**src/rtl/stream_router_pkg.sv**
```systemverilog
package stream_router_pkg;
  localparam int unsigned ROUTER_PORTS = 5;

  typedef enum logic {
    SW_PARALLEL = 1'b0,
    SW_SINGLE   = 1'b1
  } sw_mode_e;

  typedef enum logic {
    ARB_FIXED = 1'b0,
    ARB_ROUND = 1'b1
  } arb_policy_e;
endpackage

```
**src/rtl/route_arb.sv**
```systemverilog
module route_arb #(
  parameter int N = 5,
  localparam int IW = (N > 1) ? $clog2(N) : 1
) (
  input  logic [N-1:0]  req_i,
  input  logic [IW-1:0] base_i,
  output logic [N-1:0]  gnt_o,
  output logic [IW-1:0] idx_o
);
  // first requester found scanning upward from base, wrapping
  always_comb begin
    int  pos;
    logic hit;
    gnt_o = '0;
    idx_o = '0;
    hit   = 1'b0;
    for (int k = 0; k < N; k++) begin
      pos = int'(base_i) + k;
      if (pos >= N) pos = pos - N;
      if (!hit && req_i[pos]) begin
        gnt_o[pos] = 1'b1;
        idx_o      = IW'(pos);
        hit        = 1'b1;
      end
    end
  end
endmodule

```
**src/rtl/stream_fifo.sv**
```systemverilog
module stream_fifo #(
  parameter int W     = 16,
  parameter int DEPTH = 4,
  localparam int AW   = (DEPTH > 1) ? $clog2(DEPTH) : 1,
  localparam int CW   = $clog2(DEPTH + 1)
) (
  input  logic         clk_i,
  input  logic         rst_ni,
  input  logic         push_i,
  input  logic [W-1:0] wdata_i,
  input  logic         pop_i,
  output logic [W-1:0] rdata_o,
  output logic         full_o,
  output logic         empty_o
);
  logic [W-1:0]  mem_q [DEPTH];
  logic [AW-1:0] wr_ptr_q, rd_ptr_q;
  logic [CW-1:0] count_q;
  logic          do_push, do_pop;

  assign full_o  = (count_q == CW'(DEPTH));
  assign empty_o = (count_q == '0);
  assign do_push = push_i && !full_o;
  assign do_pop  = pop_i && !empty_o;
  assign rdata_o = mem_q[rd_ptr_q];

  function automatic logic [AW-1:0] bump(input logic [AW-1:0] p);
    return (p == AW'(DEPTH - 1)) ? '0 : p + 1'b1;
  endfunction

  always_ff @(posedge clk_i) begin
    if (do_push) mem_q[wr_ptr_q] <= wdata_i;
  end

  always_ff @(posedge clk_i or negedge rst_ni) begin
    if (!rst_ni) begin
      wr_ptr_q <= '0;
      rd_ptr_q <= '0;
      count_q  <= '0;
    end else begin
      if (do_push) wr_ptr_q <= bump(wr_ptr_q);
      if (do_pop)  rd_ptr_q <= bump(rd_ptr_q);
      if (do_push && !do_pop)      count_q <= count_q + 1'b1;
      else if (do_pop && !do_push) count_q <= count_q - 1'b1;
    end
  end

  AST_NO_OVERFLOW: assert property (@(posedge clk_i) disable iff (!rst_ni)
    push_i |-> !full_o);
  AST_HOLD_HEAD: assert property (@(posedge clk_i) disable iff (!rst_ni)
    (!empty_o && !pop_i) |=> (!empty_o && $stable(rdata_o)));
endmodule

```
**src/rtl/route_decide.sv**
```systemverilog
module route_decide #(
  parameter int N = 5,
  parameter logic [N*N-1:0] ROUTE_MAP = '0,
  localparam int IW = (N > 1) ? $clog2(N) : 1
) (
  input  logic         clk_i,
  input  logic         rst_ni,
  input  logic         mode_i,
  input  logic         policy_i,
  input  logic [N-1:0] valid_i,
  input  logic [N-1:0] full_i,
  output logic [N-1:0] grant_o,
  output logic [N-1:0] wr_en_o,
  output logic [N-1:0] src_o [N]
);
  import stream_router_pkg::*;

  logic [N-1:0]  tgt      [N];
  logic [N-1:0]  req_col  [N];
  logic [N-1:0]  col_gnt  [N];
  logic [IW-1:0] col_idx  [N];
  logic [IW-1:0] out_ptr_q[N];
  logic [IW-1:0] g_ptr_q, g_idx;
  logic [N-1:0]  elig, par_win, g_gnt;
  logic          rr_on;

  assign rr_on = (arb_policy_e'(policy_i) == ARB_ROUND);

  function automatic logic [IW-1:0] next_ptr(input logic [IW-1:0] p);
    return (p == IW'(N - 1)) ? '0 : p + 1'b1;
  endfunction

  for (genvar i = 0; i < N; i++) begin : g_in
    assign tgt[i]  = ROUTE_MAP[i*N +: N];
    // candidate: valid, routed somewhere, and every target has room
    assign elig[i] = valid_i[i] && (tgt[i] != '0) && ((tgt[i] & full_i) == '0);
  end

  for (genvar o = 0; o < N; o++) begin : g_out
    for (genvar i = 0; i < N; i++) begin : g_req
      assign req_col[o][i] = elig[i] && tgt[i][o];
      assign src_o[o][i]   = grant_o[i] && tgt[i][o];
    end
    route_arb #(.N(N)) u_col_arb (
      .req_i (req_col[o]),
      .base_i(rr_on ? out_ptr_q[o] : '0),
      .gnt_o (col_gnt[o]),
      .idx_o (col_idx[o])
    );
    assign wr_en_o[o] = |src_o[o];

    always_ff @(posedge clk_i or negedge rst_ni) begin
      if (!rst_ni) out_ptr_q[o] <= '0;
      else if (wr_en_o[o])
        out_ptr_q[o] <= next_ptr(sw_mode_e'(mode_i) == SW_SINGLE ? g_idx : col_idx[o]);
    end

    AST_ONE_WRITER: assert property (@(posedge clk_i) disable iff (!rst_ni)
      $onehot0(src_o[o]));
  end

  route_arb #(.N(N)) u_glb_arb (
    .req_i (elig),
    .base_i(rr_on ? g_ptr_q : '0),
    .gnt_o (g_gnt),
    .idx_o (g_idx)
  );

  // parallel: an input proceeds only if it wins every output it targets
  always_comb begin
    for (int i = 0; i < N; i++) begin
      par_win[i] = elig[i];
      for (int o = 0; o < N; o++)
        if (tgt[i][o] && !col_gnt[o][i]) par_win[i] = 1'b0;
    end
  end

  assign grant_o = (sw_mode_e'(mode_i) == SW_SINGLE) ? g_gnt : par_win;

  always_ff @(posedge clk_i or negedge rst_ni) begin
    if (!rst_ni) g_ptr_q <= '0;
    else if ((sw_mode_e'(mode_i) == SW_SINGLE) && (g_gnt != '0)) g_ptr_q <= next_ptr(g_idx);
  end

  AST_SINGLE_PATH: assert property (@(posedge clk_i) disable iff (!rst_ni)
    mode_i |-> $onehot0(grant_o));
  AST_GRANT_NEEDS_VALID: assert property (@(posedge clk_i) disable iff (!rst_ni)
    (grant_o & ~valid_i) == '0);
  AST_NO_GRANT_INTO_FULL: assert property (@(posedge clk_i) disable iff (!rst_ni)
    (wr_en_o & full_i) == '0);
endmodule

```
**src/rtl/stream_router_cell.sv**
```systemverilog
module stream_router_cell #(
  parameter int DATA_W     = 16,
  parameter int FIFO_DEPTH = 4,
  parameter int NP         = stream_router_pkg::ROUTER_PORTS,
  parameter logic [NP*NP-1:0] ROUTE_MAP =
    {5'b11000, 5'b00100, 5'b00110, 5'b00001, 5'b00001}
) (
  input  logic               clk_i,
  input  logic               rst_ni,
  input  logic               switch_mode_i,
  input  logic               arb_policy_i,
  input  logic [NP-1:0]      in_valid_i,
  output logic [NP-1:0]      in_ready_o,
  input  logic [NP*DATA_W-1:0] in_data_i,
  output logic [NP-1:0]      out_valid_o,
  input  logic [NP-1:0]      out_ready_i,
  output logic [NP*DATA_W-1:0] out_data_o
);
  logic [NP-1:0]     grant, wr_en, full, empty;
  logic [NP-1:0]     src   [NP];
  logic [DATA_W-1:0] wdata [NP];

  route_decide #(.N(NP), .ROUTE_MAP(ROUTE_MAP)) u_decide (
    .clk_i   (clk_i),
    .rst_ni  (rst_ni),
    .mode_i  (switch_mode_i),
    .policy_i(arb_policy_i),
    .valid_i (in_valid_i),
    .full_i  (full),
    .grant_o (grant),
    .wr_en_o (wr_en),
    .src_o   (src)
  );

  assign in_ready_o = grant;

  for (genvar o = 0; o < NP; o++) begin : g_port
    always_comb begin
      wdata[o] = '0;
      for (int i = 0; i < NP; i++)
        if (src[o][i]) wdata[o] = wdata[o] | in_data_i[i*DATA_W +: DATA_W];
    end

    stream_fifo #(.W(DATA_W), .DEPTH(FIFO_DEPTH)) u_oq (
      .clk_i  (clk_i),
      .rst_ni (rst_ni),
      .push_i (wr_en[o]),
      .wdata_i(wdata[o]),
      .pop_i  (out_ready_i[o]),
      .rdata_o(out_data_o[o*DATA_W +: DATA_W]),
      .full_o (full[o]),
      .empty_o(empty[o])
    );
    assign out_valid_o[o] = !empty[o];

    AST_ONE_CYCLE_HOP: assert property (@(posedge clk_i) disable iff (!rst_ni)
      wr_en[o] |=> out_valid_o[o]);
    AST_OUT_HOLD: assert property (@(posedge clk_i) disable iff (!rst_ni)
      (out_valid_o[o] && !out_ready_i[o]) |=> out_valid_o[o]);
  end

  for (genvar i = 0; i < NP; i++) begin : g_bcast
    localparam logic [NP-1:0] TGT = ROUTE_MAP[i*NP +: NP];
    AST_BCAST_ATOMIC: assert property (@(posedge clk_i) disable iff (!rst_ni)
      (in_valid_i[i] && in_ready_o[i]) |-> ((wr_en & TGT) == TGT));
  end
endmodule

```
**config.mk**
```make
export PLATFORM = sky130hd
export DESIGN_NAME = stream_router_cell
export DESIGN_NICKNAME = d
export VERILOG_FILES = /design/src/rtl/stream_router_pkg.sv /design/src/rtl/route_arb.sv /design/src/rtl/stream_fifo.sv /design/src/rtl/route_decide.sv /design/src/rtl/stream_router_cell.sv
export SDC_FILE = /design/constraint.sdc
export NUM_CORES = 1
export LEC_CHECK = 0
export BUFFER_PORTS_ARGS = -buffer_cell sky130_fd_sc_hd__buf_2
export CAP_MARGIN = 15
export CORE_AREA = 10 10 257 259
export CTS_BUF_LIST = sky130_fd_sc_hd__clkbuf_4 sky130_fd_sc_hd__clkbuf_8
export CTS_CLUSTER_SIZE = 12
export DETAILED_ROUTE_END_ITERATION = 8
export DIE_AREA = 0 0 267 269
export GPL_TIMING_DRIVEN = 1
export PLACE_DENSITY = 0.49
export SLEW_MARGIN = 5
export SYNTH_ARGS = -nofsm -noshare
export SYNTH_HDL_FRONTEND = slang
export SYNTH_SLANG_ARGS = --single-unit
```
**constraint.sdc**
```tcl
create_clock -name clk_i -period 6.3 [get_ports clk_i]
set_input_delay 1.26 -clock clk_i [delete_from_list [all_inputs] [get_ports clk_i]]
set_output_delay 1.26 -clock clk_i [all_outputs]
set_load 0.005 [all_outputs]
```
# [Word-level counts from Yosys, hierarchy flattened]
# Memory sizes are Yosys's and may differ from the RTL's.
# Cells that the tools add are included.
[totals] word_cells=708 in_bits=94 reg_bits=53 output_inout_bits=90 mem_bits_rw=320 n_memories=5
[op_classes] addsub=80 eq_ne=21 n_reduce_logical=141 bitwise_logic=26 n_mux=324 n_lt_le_gt_ge=90
[memory_table] name="g_port[0].u_oq.mem_q" depth=4 word_bits=16 rd=1 rd_ports_with_merged_regs=0 write_ports=1 line="stream_fifo.sv:16" rtl="logic [W-1:0] mem_q [DEPTH];"
[memory_table] name="g_port[1].u_oq.mem_q" depth=4 word_bits=16 rd=1 rd_ports_with_merged_regs=0 write_ports=1 line="stream_fifo.sv:16"
[memory_table] name="g_port[2].u_oq.mem_q" depth=4 word_bits=16 rd=1 rd_ports_with_merged_regs=0 write_ports=1 line="stream_fifo.sv:16"
[memory_table] name="g_port[3].u_oq.mem_q" depth=4 word_bits=16 rd=1 rd_ports_with_merged_regs=0 write_ports=1 line="stream_fifo.sv:16"
[memory_table] name="g_port[4].u_oq.mem_q" depth=4 word_bits=16 rd=1 rd_ports_with_merged_regs=0 write_ports=1 line="stream_fifo.sv:16"
[op_table] cell="32-bit by 1-bit greater-or-equal comparator with 1-bit output (second input constant)" n=30
[op_table] cell="32-bit by 5-bit less-than comparator with 1-bit output (second input constant)" n=30
[op_table] cell="32-bit 2-to-1 mux" n=30
[op_table] cell="3-bit 2-to-1 mux" n=62
[op_table] cell="1-bit 2-to-1 mux" n=131
[op_table] cell="4-bit by 3-bit subtractor with 5-bit output (second input constant)" n=24
[op_table] cell="4-bit by 3-bit greater-or-equal comparator with 1-bit output (second input constant)" n=24
[op_table] cell="1-bit binary-select mux with 3-bit select" n=30
[op_table] cell="1-bit demux with 3-bit select" n=30
[op_table] cell="1-bit logical AND" n=80
[op_table] cell="16-bit 2-to-1 mux" n=5
[op_table] cell="5-bit 2-to-1 mux" n=16
[op_table] cell="5-bit OR" n=12
[op_table] cell="3-bit by 2-bit adder with 4-bit output (second input constant)" n=12
[op_table] cell="1-bit logical NOT" n=44
[op_table] cell="3-bit by 1-bit adder with 3-bit output (second input constant)" n=11
[op_table] cell="3-bit == test (second input constant)" n=11
[op_table] cell="16-bit OR" n=2
[op_table] cell="2-bit 2-to-1 mux" n=15
[op_table] cell="3-bit by 1-bit adder with 4-bit output (second input constant)" n=6
[op_table] cell="3-bit by 3-bit adder with 4-bit output (second input constant)" n=6
[op_table] cell="3-bit by 3-bit subtractor with 4-bit output (second input constant)" n=6
[op_table] cell="2-bit by 1-bit adder with 2-bit output (second input constant)" n=10
[op_table] cell="2-bit == test (second input constant)" n=10
[op_table] cell="other kinds (11)" n=45

# [Depth between registers and ports, before layout]
[depth] ltp_word=28 depth_mapped=25 depth_no_buf=20

# [Hierarchy]
# Synthesis repeated with hierarchy kept, for this count alone.
[hier_totals] hier_cells=2513 area_unflattened_um2=27132.3
[by_module_without_submodules] module="stream_fifo" n_inst=5 cells_per_inst=121 area_each_um2=2757.6
[by_module_without_submodules] module="route_arb at u_decide.g_out[1].u_col_arb ..." n_inst=2 cells_per_inst=234 area_each_um2=1587.8
[by_module_without_submodules] module="route_arb at u_decide.g_out[3].u_col_arb ..." n_inst=2 cells_per_inst=231 area_each_um2=1584.0
[by_module_without_submodules] module="stream_router_cell" n_inst=1 cells_per_inst=280 area_each_um2=1925.6
[by_module_without_submodules] module="route_arb at u_decide.g_out[0].u_col_arb" n_inst=1 cells_per_inst=269 area_each_um2=1760.4
[by_module_without_submodules] module="route_arb at u_decide.u_glb_arb" n_inst=1 cells_per_inst=244 area_each_um2=1666.6
[by_module_without_submodules] module="route_decide" n_inst=1 cells_per_inst=185 area_each_um2=1647.8

# [Worst setup path before layout]
# No wires, ideal clock.
[synth_timing] path_kind="input -> output" startpoint="input port arb_policy_i" endpoint="output port in_ready_o[0]" setup_slack_ps=414 n_path_buf=6 t_arrival_ps=4626 path_stages=17 required_ps=5040 cell_sequence="buf_6 -> buf_4 -> buf_4 -> buf_2 -> nand2_1 -> inv_1 -> ha_1 -> nand2b_1 -> a2111o_1 -> and3_1 -> o211ai_1 -> nand4_1 -> or3b_2 -> a31oi_1 -> o32a_1 -> buf_2 -> buf_2"
[synth_via] elab_chain_len=21
[synth_lines] item="start: declaration" line="stream_router_cell.sv:11" rtl="input logic arb_policy_i,"
[synth_lines] item="branches (longest 20 deep; another with 32-bit by 1-bit greater-or-equal comparator with 1-bit output)"
[synth_lines] item="5-bit 2-to-1 mux *" line="route_decide.sv:78" rtl="assign grant_o = (sw_mode_e'(mode_i) == SW_SINGLE) ? g_gnt : par_win;"
[synth_lines] item="end: declaration" line="stream_router_cell.sv:13" rtl="output logic [NP-1:0] in_ready_o,"
# Every way passes the cells marked *. The select of a mux whose other input is x is not followed.

# [Final worst setup path]
[layout_timing] startpoint="input port arb_policy_i" endpoint="output port in_ready_o[2]"
[layout_via] elab_chain_len=22
[layout_lines] item="branches (longest 21 deep; another with 32-bit by 1-bit greater-or-equal comparator with 1-bit output)"
[layout_lines] item="5-bit 2-to-1 mux *" line="route_decide.sv:78"
# Marks and branches as above.

==> flow_summary.json <==
{
  "drt-total-wl_um": 46520,
  "grt_busiest_layer": "met2",
  "worst-slew-pin-transition_ps": 1048,
  "fp.dieH_um": 269,
  "path_cells": "buf_2, buf_4, and2_1, inv_1, ha_1, ha_1, a211o_1, o21ai_0, mux2i_1, o21a_1, mux2i_1, a211oi_1, o32a_1, buf_2",
  "io_pins": 184,
  "coreArea_mm2": 0.06103,
  "cp.arrival_ps": 4770,
  "cts.hold.buffers_added": 0,
  "dieArea_mm2": 0.07182,
  "rows": 91,
  "grt_pass1_vias": 11830,
  "area_delta_synth_final_pct": 17.89,
  "crit_required_ps": 5040,
  "switching_power_uw": 4054,
  "period_minus_slack_ps": 6031,
  "grt_max_degree": 45,
  "syn_inst": 1231,
  "finClkSkew_ps": 60.04,
  "hold_class": "reg2reg",
  "p_leak_uw": 0.008007,
  "placement.io_buffers": 183,
  "clockPowerShare_pct": 19.5,
  "synth_flop_cell": "edfxtp_1",
  "hpwlAfterDp_um": 32810,
  "relSlewSlack_pct": 30.13,
  "vias_per_cell": 4.987,
  "synthArstFlopShare_pct": 12.09,
  "outcome": "finished clean",
  "regArea_mm2": 0.01071,
  "multi_input_area_mm2": 0.006927,
  "cts_tree": "yes",
  "critPathLaunchType": "input pin",
  "grt_pass1_wl_um": 70700,
  "syn_area_mm2": 0.01806,
  "ctsLongestPathBuffers": 3,
  "clk_latency_ps": 680,
  "synthSimpleGateAreaFrac_pct": 9.442,
  "fillers": 5976,
  "synth-xor-area-share_pct": 0.8728,
  "critical_path_class": "in2out",
  "vdd_ir_drop_max_uv": 234.8,
  "initialDrtViolationCount": 809,
  "synthAdderAreaFrac_pct": 5.736,
  "firstDrtPassIters": 5,
  "critPathCaptureType": "primary output",
  "layout.nets": 1634,
  "power.density_mw_per_mm2": 516.2,
  "vias": 11480,
  "start_util_pct": 29.60,
  "synth-seq-cells": 364,
  "cp_slowest_stage_delay_ps": 460,
  "seq_area_frac_synth_pct": 59.30,
  "yosys.area.top_type": "edfxtp_1",
  "drc_errors": 0,
  "cts_root_buf": "clkbuf_8",
  "ant_nets": 0,
  "cts_setup_buffers": 0,
  "rsz0062_at_grt": "no",
  "clkTransAtPathRegs_ps": 60,
  "hold_viol": 0,
  "drive_above_1_share_pct": 30.58,
  "htree_num_levels": 2,
  "syn_nets": 1403,
  "synth_edf_count": 320,
  "synth_top_family_by_area": "multiplexers",
  "fmax_mhz": 165.8,
  "avgSynthCellArea_um2": 14.67,
  "combPwrFrac_pct": 43.5,
  "timing.critical_path.fanout_max": 16,
  "tns_ps": 0,
  "p_int_uw": 6937,
  "power_frac_seq_pct": 37.0,
  "slew_violations": 0,
  "grt_overflow": 0,
  "met2_usage_pct": 21.58,
  "die_w_um": 267,
  "synth_mux_area_share_pct": 12.64,
  "final_core_util_pct": 34.89,
  "cap_violations": 0,
  "synth_top_area_share_pct": 53.20,
  "gp_congestion": 0.8485,
  "wire_per_inst_um": 20.21,
  "antenna_found_initial": 3,
  "synth_compound_gate_area_share_pct": 9.608,
  "use_met3_pct": 2.836,
  "p_sw_share_pct": 36.88,
  "worst_path_max_delay_cell": "o21ai_0",
  "cts_num_sinks": 364,
  "fin_crit_sh_pct": 95.73,
  "gr-usage-all-layers_pct": 12.66,
  "met1_usage_pct": 15.74,
  "ys_warn_count": 0,
  "setup_violations": 0,
  "cts_buffers": 60,
  "yosys-top-cells-area": "edfxtp_1 53%, mux4_2 10%, dfrtp_1 6.1%, ha_1 4.8%, and2_1 2.0%",
  "synth_cell_type_count": 96
}
## metrics by stage
| stage | cell area [um2] | hold slack, ps | total power [uW] | instances | setup WS [ps] |
|---|---|---|---|---|---|
| after floorplan | 18060 | 446.0 | 7176 | 1231 | 414.4 |
| after global placement | 20040 | 467.6 | 8941 | 2190 | 177.8 |
| after detailed placement | 20040 | 470.3 | 9001 | 2190 | 105.4 |
| after CTS | 21290 | 478.9 | 11190 | 2301 | 101.7 |
| after global routing | 21290 | 495.6 | 11770 | 2302 | 24.35 |
| final | 21290 | 476.9 | 10990 | 2302 | 268.8 |
## final timing paths
check	from	to	slack [ps]	cells past startpoint
max	arb_policy_i	in_ready_o[2]	270	14
min	g_port[4].u_oq.count_q[2]	g_port[4].u_oq.count_q[2]	480	1
max reg2reg	u_decide.g_ptr_q[1]	g_port[2].u_oq.count_q[1]	1150	16
min reg2reg	g_port[4].u_oq.count_q[2]	g_port[4].u_oq.count_q[2]	480	1
max in group asynchronous	rst_ni	g_port[0].u_oq.count_q[2]	5070	2
min in group asynchronous	rst_ni	g_port[2].u_oq.rd_ptr_q[0]	690	2
## flip-flops by register name (all words and copies together), names as in the netlist
| register | cells |
|---|---|
| g_port.u_oq.mem_q | 320 |
| u_decide.g_ptr_q | 3 |
| u_decide.out_ptr_q | 6 |
| g_port.u_oq.rd_ptr_q | 10 |
| g_port.u_oq.wr_ptr_q | 10 |
| g_port.u_oq.count_q | 15 |
## synthesized netlist by cell type (all sizes together), types with 24 or more instances
| library cell | number |
|---|---|
| dfrtp | 44 |
| a21o | 27 |
| o21ai | 52 |
| mux4 | 80 |
| mux2 | 27 |
| clkbuf | 32 |
| and2 | 58 |
| ha | 70 |
| edfxtp | 320 |
| buf | 24 |
| nor2 | 60 |
| a21oi | 42 |
| inv | 48 |
| nand2 | 54 |
## cell usage in the layout (no fill, tap or decap), types with 8 or more instances in the layout
master | Yosys | routed
xnor2_1 | 8 | 8
xor2_1 | 10 | 10
nand2_1 | 49 | 49
a21oi_1 | 41 | 40
buf_4 | 5 | 41
nor3_1 | 19 | 19
nand3_1 | 18 | 18
o21ai_0 | 49 | 49
o211ai_1 | 8 | 8
mux2_2 | 24 | 24
clkbuf_4 | 0 | 22
a31oi_1 | 8 | 8
nor4_1 | 9 | 9
clkbuf_8 | 0 | 60
nor2_1 | 59 | 59
mux2i_1 | 16 | 16
fa_1 | 8 | 8
buf_2 | 14 | 183
clkinv_1 | 0 | 17
ha_1 | 70 | 70
inv_1 | 46 | 46
a211o_1 | 8 | 8
a21o_1 | 27 | 27
a22o_1 | 18 | 18
and2_1 | 58 | 58
nor2b_1 | 13 | 13
mux4_2 | 80 | 80
nand2b_1 | 10 | 10
or3_1 | 14 | 14
dfrtp_1 | 44 | 44
edfxtp_1 | 320 | 320
## cell type report
cell class,count,share of cell area (%)
sequential,364,50.30
multi-input combinational,763,32.53
timing repair buffer,225,5.841
clock buffer,82,4.654
tap,790,4.642
clock inverter,29,1.175
inverter,48,0.8462
antenna,1,0.01175
## layer usage
layer,up-vias,routed length (um)
met5,-,26
met4,4,1061
met3,80,2665
met2,337,23110
met1,5766,19660
li1,5292,-
## repair_timing
action | CTS | global route
resized for setup | 0 | 1
endpoints found under the hold margin | 0 | 0
setup endpoints to repair | 0 | 1
## power by group through the flow
| stage | registers, uW | clock network, uW | logic (uW) |
|---|---|---|---|
| after floorplan | 3860 | 0 | 3320 |
| after global placement | 4110 | 0 | 4830 |
| after detailed placement | 4140 | 0 | 4860 |
| after CTS | 4090 | 2210 | 4880 |
| after global routing | 4170 | 2320 | 5280 |
| final | 4070 | 2140 | 4780 |
## cells by family after synthesis
family / Yosys count
adders and majority gates: 78
AOI/OAI and AO/OA: 238
xor gates and xnor gates: 18
buffers and inverters: 104
DFF: 364
muxes: 124
and+or+nand+nor: 305
## worst max-delay path, delay by kind of cell
kind	cells	cell delay (ps)
fa+ha+maj	2	610
buf+inv	4	650
compound gates	5	1650
simple gates	1	170
mux	2	420
(Power assumes the default switching activity.)
